**config.mk**
```make
export PLATFORM = sky130hd
export DESIGN_NAME = wa_alloc_gate
export DESIGN_NICKNAME = d
export VERILOG_FILES = /design/src/rtl/wa_pkg.sv /design/src/rtl/wa_cfg_reg.sv /design/src/rtl/wa_window_chk.sv /design/src/rtl/wa_decide.sv /design/src/rtl/wa_alloc_gate.sv
export SDC_FILE = /design/constraint.sdc
export NUM_CORES = 1
export LEC_CHECK = 0
export ABC_AREA = 1
export CAP_MARGIN = 20
export CORE_AREA = 2 2 53 55
export DETAILED_ROUTE_END_ITERATION = 8
export DIE_AREA = 0 0 55 57
export PLACE_DENSITY = 0.75
export SLEW_MARGIN = 20
export SYNTH_ARGS = -nofsm -noshare
export SYNTH_HDL_FRONTEND = slang
export SYNTH_SLANG_ARGS = --single-unit
export TNS_END_PERCENT = 1
```
**constraint.sdc**
```tcl
create_clock -name clk_i -period 1.2 [get_ports clk_i]
set_input_delay 0.12 -clock clk_i [delete_from_list [all_inputs] [get_ports clk_i]]
set_output_delay 0.12 -clock clk_i [all_outputs]
set_load 0.03 [all_outputs]
```
**src/rtl/wa_pkg.sv**
```systemverilog
package wa_pkg;
  // fixed windows, byte addresses, upper bound exclusive
  localparam logic [31:0] LEGACY_LO = 32'h000A_0000;
  localparam logic [31:0] LEGACY_HI = 32'h0010_0000;
  localparam logic [31:0] HOLE_LO   = 32'h00F0_0000;
  localparam logic [31:0] HOLE_HI   = 32'h0100_0000;

  function automatic logic in_win(input logic [31:0] a, input logic [31:0] lo,
                                  input logic [31:0] hi);
    return (a >= lo) && (a < hi);
  endfunction
endpackage

```
**src/rtl/wa_cfg_reg.sv**
```systemverilog
module wa_cfg_reg #(
  parameter int unsigned LIM_W = 10
) (
  input  logic             clk_i,
  input  logic             rst_ni,
  input  logic             we_i,
  input  logic [LIM_W-1:0] limit_i,
  input  logic             hole_en_i,
  output logic [LIM_W-1:0] limit_o,
  output logic             hole_en_o
);
  always_ff @(posedge clk_i or negedge rst_ni) begin
    if (!rst_ni) begin
      limit_o   <= '0;
      hole_en_o <= 1'b0;
    end else if (we_i) begin
      limit_o   <= limit_i;
      hole_en_o <= hole_en_i;
    end
  end
endmodule

```
**src/rtl/wa_window_chk.sv**
```systemverilog
module wa_window_chk #(
  parameter int unsigned ADDR_W     = 32,
  parameter int unsigned LIM_W      = 10,
  parameter int unsigned UNIT_SHIFT = 22
) (
  input  logic [ADDR_W-1:0] addr_i,
  input  logic [LIM_W-1:0]  limit_i,
  input  logic              hole_en_i,
  output logic              lim_ok_o
);
  import wa_pkg::*;

  localparam int unsigned UNIT_W   = ADDR_W - UNIT_SHIFT;
  localparam int unsigned CMP_W    = (UNIT_W > LIM_W) ? UNIT_W : LIM_W;
  localparam int unsigned HOLE_LIM = 32'h0100_0000 >> UNIT_SHIFT;

  logic [CMP_W-1:0] unit_idx, lim_ext;
  logic [31:0]      a32;
  logic             below, in_legacy, in_hole, hole_armed;

  assign unit_idx = CMP_W'(addr_i >> UNIT_SHIFT);
  assign lim_ext  = CMP_W'(limit_i);
  assign a32      = 32'(addr_i);

  always_comb begin
    below      = unit_idx < lim_ext;
    in_legacy  = in_win(a32, LEGACY_LO, LEGACY_HI);
    in_hole    = in_win(a32, HOLE_LO, HOLE_HI);
    // hole bit only counts once the limit covers 16 MB
    hole_armed = (lim_ext >= CMP_W'(HOLE_LIM)) && hole_en_i;
    lim_ok_o   = below && !in_legacy && !(in_hole && !hole_armed);
  end
endmodule

```
**src/rtl/wa_decide.sv**
```systemverilog
module wa_decide (
  input  logic clk_i,
  input  logic rst_ni,
  input  logic wr_valid_i,
  input  logic cacheable_i,
  input  logic l1_hit_i,
  input  logic lim_ok_i,
  input  logic page_hint_i,
  input  logic sector_hint_i,
  output logic permit_o
);
  logic eligible, permit_d;

  always_comb begin
    eligible = wr_valid_i && cacheable_i && !l1_hit_i;
    permit_d = eligible && (lim_ok_i || page_hint_i || sector_hint_i);
  end

  always_ff @(posedge clk_i or negedge rst_ni) begin
    if (!rst_ni) permit_o <= 1'b0;
    else         permit_o <= permit_d;
  end
endmodule

```
**src/rtl/wa_alloc_gate.sv**
```systemverilog
module wa_alloc_gate #(
  parameter int unsigned ADDR_W     = 32,
  parameter int unsigned LIM_W      = 10,
  parameter int unsigned UNIT_SHIFT = 22
) (
  input  logic              clk_i,
  input  logic              rst_ni,
  input  logic              cfg_we_i,
  input  logic [LIM_W-1:0]  cfg_limit_i,
  input  logic              cfg_hole_en_i,
  input  logic              wr_valid_i,
  input  logic [ADDR_W-1:0] addr_i,
  input  logic              cacheable_i,
  input  logic              l1_hit_i,
  input  logic              page_hint_i,
  input  logic              sector_hint_i,
  output logic              permit_o
);
  logic [LIM_W-1:0] limit_q;
  logic             hole_q;
  logic             lim_ok;

  wa_cfg_reg #(.LIM_W(LIM_W)) u_cfg (
    .clk_i(clk_i), .rst_ni(rst_ni), .we_i(cfg_we_i),
    .limit_i(cfg_limit_i), .hole_en_i(cfg_hole_en_i),
    .limit_o(limit_q), .hole_en_o(hole_q)
  );

  wa_window_chk #(.ADDR_W(ADDR_W), .LIM_W(LIM_W), .UNIT_SHIFT(UNIT_SHIFT)) u_win (
    .addr_i(addr_i), .limit_i(limit_q), .hole_en_i(hole_q), .lim_ok_o(lim_ok)
  );

  wa_decide u_dec (
    .clk_i(clk_i), .rst_ni(rst_ni), .wr_valid_i(wr_valid_i),
    .cacheable_i(cacheable_i), .l1_hit_i(l1_hit_i), .lim_ok_i(lim_ok),
    .page_hint_i(page_hint_i), .sector_hint_i(sector_hint_i), .permit_o(permit_o)
  );
endmodule

```
; Word level (Yosys, flattened, before mapping)
; Index checks and enable logic that the tools add are counted.
; Widths: inputs -> output; s select.
[op_classes]
n_reduce_logical = 15
magnitude_cmp = 6
[ops]
columns = operator, n
row1 = $ge 32x20->1 const B, 1
row2 = $ge 32x24->1 const B, 1
row3 = $lt 32x21->1 const B, 1
row4 = $lt 32x25->1 const B, 1
row5 = $ge 10x3->1 const B, 1
row6 = $lt 10x10->1, 1
row7 = $logic_and 1x1->1, 9
row8 = $logic_not 1->1, 4
row9 = $logic_or 1x1->1, 2
[word_totals]
word_cells = 24
reg_bits = 12
input_bits = 51

; Depth between registers and ports, before layout
; Gate-level depths: netlist of run 1.
[logic_depth]
ltp_word = 9
mapped_depth = 11
ltp_nobuf = 11

; Cells and area by module
; A second synthesis of run 1 with hierarchy kept.
[hier_totals]
hier_cells = 120
area_unflattened_um2 = 829.5
[modules_own_cells]
columns = mod, cells_per_inst, n_inst, area_per_inst_um2
row1 = wa_cfg_reg, 47, 1, 421.7
row2 = wa_window_chk, 65, 1, 354.1
row3 = wa_decide, 8, 1, 53.8

; Worst setup path after synthesis of run 1
; OpenSTA, ideal clock, no wires.
[synth_timing]
path_kind = register to register
startpoint = register u_cfg.limit_o[9]
endpoint = register u_dec.permit_o
synth_period_minus_slack_ns = 1.273
setup_slack_ns = -0.073
setup_ns = 0.073
path_stages_with_launch = 9
t_required_ns = 1.127
t_arrival_ns = 1.200
path_cell_list = dfrtp_1 > inv_1 > ha_1 > a21o_1 > nor2_1 > nand2_1 > nor2_1 > nand3_1 > a21oi_2
[synth_between]
elab_chain_len = 9
[synth_lines]
columns = item, line_no
row1 = start: declaration, wa_cfg_reg.sv:9  ; output logic [LIM_W-1:0] limit_o,
row2 = start signal: assignment, wa_cfg_reg.sv:17  ; limit_o <= limit_i;
row3 = $ge 10x3->1, wa_window_chk.sv:30  ; hole_armed = (lim_ext >= CMP_W'(HOLE_LIM)) && hole_en_i;
row4 = $logic_and 1x1->1, wa_window_chk.sv:30
row5 = $logic_not 1->1, wa_window_chk.sv:31  ; lim_ok_o = below && !in_legacy && !(in_hole && !hole_armed);
row6 = $logic_and 1x1->1, wa_window_chk.sv:31
row7 = $logic_not 1->1, wa_window_chk.sv:31
row8 = $logic_and 1x1->1 *, wa_window_chk.sv:31
row9 = $logic_or 1x1->1 * (2 in a row), wa_decide.sv:16  ; permit_d = eligible && (lim_ok_i || page_hint_i || sector_hint_i);
row10 = $logic_and 1x1->1 *, wa_decide.sv:16
row11 = via u_dec.permit_d, wa_decide.sv:12  ; logic eligible, permit_d;
row12 = end signal: assignment, wa_decide.sv:21  ; else permit_o <= permit_d;
row13 = end: declaration, wa_decide.sv:10  ; output logic permit_o
; Mark *: on every way through the listed nets, which the timed path passes. The rest lies on a longest branch.
; A chain may end at the register's enable or synchronous reset.

; Worst setup path after layout of run 1
[layout_timing]
startpoint = register u_cfg.limit_o[5]
endpoint = register u_dec.permit_o
; Same word-level chain as after synthesis.

==> results of run 1 <==
-- final cells by class --
| type | count | area (sq um) |
|---|---|---|
| Timing Repair Buffer | 50 | 459 |
| Tap cell | 31 | 38.8 |
| Clock buffer | 4 | 36.3 |
| Fill cell | 260 | 1250 |
| Inverter | 13 | 48.8 |
| Multi-Input combinational cell | 74 | 480 |
| Sequential cell | 12 | 300 |
-- cells by family after synthesis --
logic type               Yosys count  share of synthesized area
flip-flops                        12                      0.389
adder cells (fa/ha/maj)            9                      0.146
AND/OR/NAND/NOR                   47                      0.246
multiplexers                       2                     0.0292
buffers and inverters             15                     0.0745
AO/OA/AOI/OAI                     16                      0.115
-- registers in the layout, summed over array words and instances (netlist names) --
signal	count
u_cfg.hole_en_o	1
u_cfg.limit_o	10
u_dec.permit_o	1
-- per-layer routing --
metal | up-vias | track usage
li1 | 434 | -
met1 | 350 | 0.188
met2 | 20 | 0.231
met3 | 2 | 0.0314
met4 | 0 | 0.0314
met5 | - | 0
-- what timing repair did --
action / in CTS / in global routing
endpoints found under the setup margin: 2 / 1
hold endpoints to repair: 0 / 0
pin swaps: 0 / 6
buffers inserted: 0 / 1
gates resized for setup: 3 / 13
-- where the power goes --
group          leakage (nW)  switching (mW)  internal, mW
clock                0.0210           0.128         0.184
sequential            0.146          0.0169         0.439
combinational         0.460           0.167         0.242
total                 0.628           0.312         0.866
-- worst reg2reg max path: stages (launching register included) --
cell,delay [ns]
dfrtp_1,0.39
inv_2,0.09
ha_4,0.22
nand2_4,0.07
inv_2,0.03
nand2_1,0.04
nand2_1,0.05
nand2_1,0.05
nand2_1,0.04
nor2_1,0.09
nand3_1,0.10
a21oi_2,0.14
-- final timing paths --
kind	startpoint	endpoint	slack [ns]
max in group asynchronous	rst_ni	u_cfg.limit_o[2]$_DFFE_PN0P_	0.89
worst min register to register	u_cfg.hole_en_o$_DFFE_PN0P_	u_cfg.hole_en_o$_DFFE_PN0P_	0.53
worst max-delay path	u_cfg.limit_o[5]$_DFFE_PN0P_	u_dec.permit_o$_DFF_PN0_	-0.18
worst max register to register	u_cfg.limit_o[5]$_DFFE_PN0P_	u_dec.permit_o$_DFF_PN0_	-0.18
worst min-delay path	rst_ni	u_cfg.limit_o[6]$_DFFE_PN0P_	0.15
min in group clk_i	cfg_limit_i[7]	u_cfg.limit_o[7]$_DFFE_PN0P_	0.40
-- Yosys cell counts (all sizes together), types with 2 or more instances --
cell type / n / area (sq um)
nand2: 25 / 93.8
nor2: 15 / 56.3
inv: 13 / 48.8
dfrtp: 12 / 300
o21ai: 10 / 50.1
ha: 9 / 113
a21oi: 4 / 23.8
nand3: 3 / 15.0
mux2: 2 / 22.5
nand4: 2 / 12.5
-- through the flow --
stage / worst slack (ns) / total power [mW] / cells / hold slack (ns) / utilization
2_1_floorplan: -0.0622 / 0.601 / 101 / -0.176 / -
3_5_place_dp: -0.383 / 0.819 / 179 / 0.445 / 0.480
6_report: -0.180 / 1.18 / 184 / 0.153 / 0.522
3_3_place_gp: -0.329 / 0.802 / 179 / 0.434 / 0.480
5_1_grt: -0.319 / 1.27 / 184 / 0.174 / 0.522
4_1_cts: -0.185 / 1.14 / 183 / 0.152 / 0.493
-- layout by cell type, fill, tap and decap left out, drive strengths merged --
cell / count
a21o: 1
a21oi: 4
buf: 16
clkbuf: 4
clkdlybuf4s50: 33
dfrtp: 12
dlygate4sd2: 1
ha: 9
inv: 13
mux2: 2
nand2: 25
nand3: 3
nand3b: 1
nand4: 2
nor2: 15
nor3: 1
o21a: 1
o21ai: 10
==> qor.txt, run 1 <==
Fin. Hold Viols - 0
WP data arrival - 1.58 ns
FP Rows - 19
Post-route DRC - 0
synth-to-layout area growth - 76.7%
placed wire-length estimate - 1690 microns
total track usage - 0.141
Num Clock Sinks - 12
Setup crit start kind - flip-flop
core footprint - 0.00262 sq mm
via/cell ratio - 4.38
fin crit period - 1.38 ns
Levels on crit path - 11
clk slew on worst S/H paths - 0.08 ns
post-synthesis cell count - 101
initial core utilization - 0.295
initial DRC count - 13
initial antenna violation count - 0
slew margin rel. - 0.804
RSZ-0062 raised after global routing - yes
CTS tree - yes
antenna diode count - 0
Routed met1 length - 924 microns
CP endpoint kind - flip-flop
CTS Hold Bufs - 0
CTS Root Cell - clkbuf_4
slowest cell delay on critical path - 0.39 ns
Net Count, Synth - 161
grt ovf - 0
metal2 WL - 964 microns
Die Y - 57 microns
# Max-Cap Violations - 0
Crit Path Category - flip-flop to flip-flop
DRT Pass-1 Iters - 4
Final nets - 214
crit path cell chain - inv_2 -> ha_4 -> nand2_4 -> inv_2 -> nand2_1 -> nand2_1 -> nand2_1 -> nand2_1 -> nor2_1 -> nand3_1 -> a21oi_2
buffers plus inverters on the worst setup path - 2
RePlAce Congestion - 0.725
final setup TNS - -0.180 ns
Routed WL - 2030 microns
register area share after synthesis - 0.389
IO buf count - 34
class of the worst hold path - input port to asynchronous set/reset pin
Distinct cells, synth - 17
met3 routed WL - 120 microns
post-route cell area - 0.00136 sq mm
Critical Path RT - 1.40 ns
first-pass GRT wire length - 3230 microns
WL/cell - 11.0 microns
share of layout cells above drive strength 1 - 0.248
Lkg Pwr - 0.628 nW
final worst-path cycle share - 1.15
largest net degree at the start of global routing - 13
Power Density - 863 mW/mm^2
critical path's top delay family - simple AND/OR/NAND/NOR gates
FMAX - 0.725 GHz
CTS Buf Count - 3
number of flops mapped to enable cells by yosys - 0
Crit-path slowest cell - dfrtp_1
DR vias - 806
Longest Clk Path Bufs - 2
Main synth FF type - dfrtp_1
worst reg-to-reg path cell count - 11
vias in the first global route - 792
failing checks - negative setup slack
area post-placement - 0.00125 sq mm
Post-DRT Antenna Nets - 0
most used cell along the critical path - nand2_1
maximum VDD drop - 857 uV
Post-Syn Area per Cell - 7.64 sq um
final slew viol count - 0
H-tree levels - 1
setup ws final - -0.180 ns
die area - 0.00314 sq mm
# setup viols final - 1
DIE WIDTH - 55 microns
fraction of registers with async set/reset - 1.00
Max Used Layer - met4
worst slew pin tran - 0.296 ns
Syn. warnings - 0
status - finished, violations left
Ports - 52
clk_skew - 0.00499 ns
crit path max fanout - 2
synthesized flop and latch total - 12
cell area after synthesis - 772 sq um
clk_lat worst skew - 0.26 ns
Note: power is estimated with default switching activity, not from simulation.
==> run 2: changes to the inputs <==
--- a/config.mk
+++ b/config.mk
@@ -7,10 +7,10 @@
 export LEC_CHECK = 0
 export ABC_AREA = 1
 export CAP_MARGIN = 20
-export CORE_AREA = 2 2 53 55
+export CORE_AREA = 2 2 50 52
 export DETAILED_ROUTE_END_ITERATION = 8
-export DIE_AREA = 0 0 55 57
-export PLACE_DENSITY = 0.75
+export DIE_AREA = 0 0 52 54
+export PLACE_DENSITY = 0.8
 export SLEW_MARGIN = 20
 export SYNTH_ARGS = -nofsm -noshare
 export SYNTH_HDL_FRONTEND = slang
==> constraint.sdc (replaced) <==
create_clock -name clk_i -period 1.4 [get_ports clk_i]
set_input_delay 0.28 -clock clk_i [delete_from_list [all_inputs] [get_ports clk_i]]
set_output_delay 0.28 -clock clk_i [all_outputs]
set_load 0.03 [all_outputs]
==> run 2 against run 1 <==
The run still ends with negative setup slack left. Setup slack improved by 0.14 ns. Sequential power is 14% lower. Via count rose by 0.37%. Critical path type is now input port to flip-flop. Critical endpoint unchanged. Largest cell class unchanged. Largest power group unchanged.
==> qor.txt, run 2 (synthesized netlist as in run 1, its figures left out) <==
CTS Root Cell - clkbuf_4
RePlAce Congestion - 0.742 (+2.3%)
clk slew on worst S/H paths - 0.07 ns (about the same)
vias in the first global route - 666 (-16%)
largest net degree at the start of global routing - 16 (+3)
# Max-Cap Violations - 0 (unchanged)
WHS - 0.349 ns (+0.196 ns)
Ports - 52 (unchanged)
class of the worst hold path - input port to asynchronous set/reset pin
setup ws final - -0.0412 ns (+0.138 ns)
DR vias - 809 (+0.37%)
WP data arrival - 1.63 ns (+0.05 ns)
final worst-path cycle share - 1.03
pre-CTS WS - -0.362 ns (+0.0214 ns)
synth-to-layout area growth - 70.7%
commonest non-fill, non-tap cell in the layout - clkdlybuf4s50_1
DIE WIDTH - 52 microns (-5.5%)
failing checks - negative setup slack
Post-route DRC - 0 (unchanged)
Layout fillers - 212 (-18%)
crit path max fanout - 2 (unchanged)
FMAX - 0.694 GHz
H-tree levels - 1 (unchanged)
grt ovf - 0 (unchanged)
Die Y - 54 microns (-5.3%)
FP Rows - 18 (-1)
Num Clock Sinks - 12 (unchanged)
first-pass GRT wire length - 2580 microns (-20%)
max reg flops - 10 (unchanged)
Post-DRT Antenna Nets - 0 (unchanged)
clk_lat worst skew - 0.26 ns (about the same)
initial DRC count - 13 (unchanged)
share of layout cells above drive strength 1 - 0.200 (-0.0484)
Longest Clk Path Bufs - 2 (unchanged)
die area - 0.00281 sq mm (-10%)
final setup TNS - -0.0412 ns (+0.138 ns)
Power Density - 698 mW/mm^2 (-19%)
antenna diode count - 0 (unchanged)
DRT Pass-1 Iters - 4 (unchanged)
Routed WL - 2000 microns (-1.6%)
Critical Path RT - 1.59 ns (+0.19 ns)
Largest regs - u_cfg.limit_o x10, u_cfg.hole_en_o x1, u_dec.permit_o x1
IO buf count - 34 (unchanged)
initial antenna violation count - 0 (unchanged)
Final nets - 207 (-3.3%)
CP endpoint kind - flip-flop
placed wire-length estimate - 1570 microns (-7.1%)
slew margin rel. - 0.667 (-0.137)
Crit Path Category - input port to flip-flop
initial core utilization - 0.333 (+0.0376)
RSZ-0062 raised after global routing - yes
total track usage - 0.126 (-0.0152)
Biggest register - u_cfg.limit_o
maximum VDD drop - 467 uV (-45%)
# setup viols final - 1 (unchanged)
worst slew pin tran - 0.499 ns (+0.203 ns)
Lkg Pwr - 0.635 nW (+1.2%)
CTS Buf Count - 3 (unchanged)
CTS tree - yes
Fin. Hold Viols - 0 (unchanged)
clk_skew - 0.00618 ns (+0.00119 ns)
most frequent cells in the layout - clkdlybuf4s50_1 (28), nand2_1 (23), nor2_1 (14), dfrtp_1 (12), o21ai_0 (10)
via/cell ratio - 4.62 (+5.5%)
fin crit period - 1.44 ns
core footprint - 0.00232 sq mm (-11%)
Setup crit start kind - input port
CTS Hold Bufs - 0 (unchanged)
WL/cell - 11.4 microns (+3.5%)
final slew viol count - 0 (unchanged)
status - finished, violations left
-- run 2: cell types whose count changed in the layout (fill, tap and decap cells not counted), sizes merged --
cell / before / now
buf: 16 / 9
clkdlybuf4s50: 33 / 28
dlymetal6s2s: 0 / 5
clkbuf: 4 / 3
-- run 2: path summary, 6_finish.rpt --
kind | start | endpoint | slack [ns] | cells past startpoint
min | rst_ni | u_cfg.limit_o[1]$_DFFE_PN0P_ | 0.35 | 1
min reg2reg | u_cfg.hole_en_o$_DFFE_PN0P_ | u_cfg.hole_en_o$_DFFE_PN0P_ | 0.53 | 1
min in group clk_i | u_cfg.hole_en_o$_DFFE_PN0P_ | u_cfg.hole_en_o$_DFFE_PN0P_ | 0.53 | 1
max in group asynchronous | rst_ni | u_cfg.limit_o[4]$_DFFE_PN0P_ | 0.71 | 1
max | addr_i[30] | u_dec.permit_o$_DFF_PN0_ | -0.04 | 9
max reg2reg | u_cfg.limit_o[9]$_DFFE_PN0P_ | u_dec.permit_o$_DFF_PN0_ | -0.02 | 8
-- run 2: final cells by class --
type	count	area, sq um	share of cell area
Clock buffer	3	22.5	0.0171
Inverter	13	48.8	0.0370
Multi-Input combinational cell	74	489	0.371
Sequential cell	12	300	0.228
Tap cell	30	37.5	0.0285
Timing Repair Buffer	43	419	0.318
-- run 2: stage by stage --
stage	utilization	total power, mW	area (sq um)	cells
finish	0.568	0.919	1320	175
global route	0.568	0.979	1320	175
CTS	0.517	0.864	1200	171
detailed placement	0.508	0.667	1180	168
global placement	0.508	0.651	1180	168
floorplan	-	0.515	772	101
-- run 2: repair_timing --
item / in CTS / in global routing
setup buffers: 0 / 4
setup endpoints to repair: 2 / 1
resized for setup: 1 / 20
pin swaps: 1 / 13
-- run 2: critical path, stage by stage --
cell             delay [ns]
clkdlybuf4s50_1        0.49
ha_1                   0.24
nand2_2                0.09
a21oi_1                0.05
nor2_1                 0.08
nand2_1                0.06
nor2_1                 0.10
nand3_1                0.10
a21oi_2                0.15
-- run 2: report_power, final --
group | internal, mW | switching [mW] | total (mW)
combinational | 0.188 | 0.144 | 0.332
sequential | 0.377 | 0.0149 | 0.392
clock | 0.0991 | 0.0966 | 0.196
-- run 2: per-layer routing --
| metal | wire length [microns] | GRT usage |
|---|---|---|
| met5 | 0 | 0 |
| met4 | 7 | 0.0526 |
| met3 | 79 | 0.0167 |
| met2 | 1080 | 0.222 |
| met1 | 830 | 0.154 |
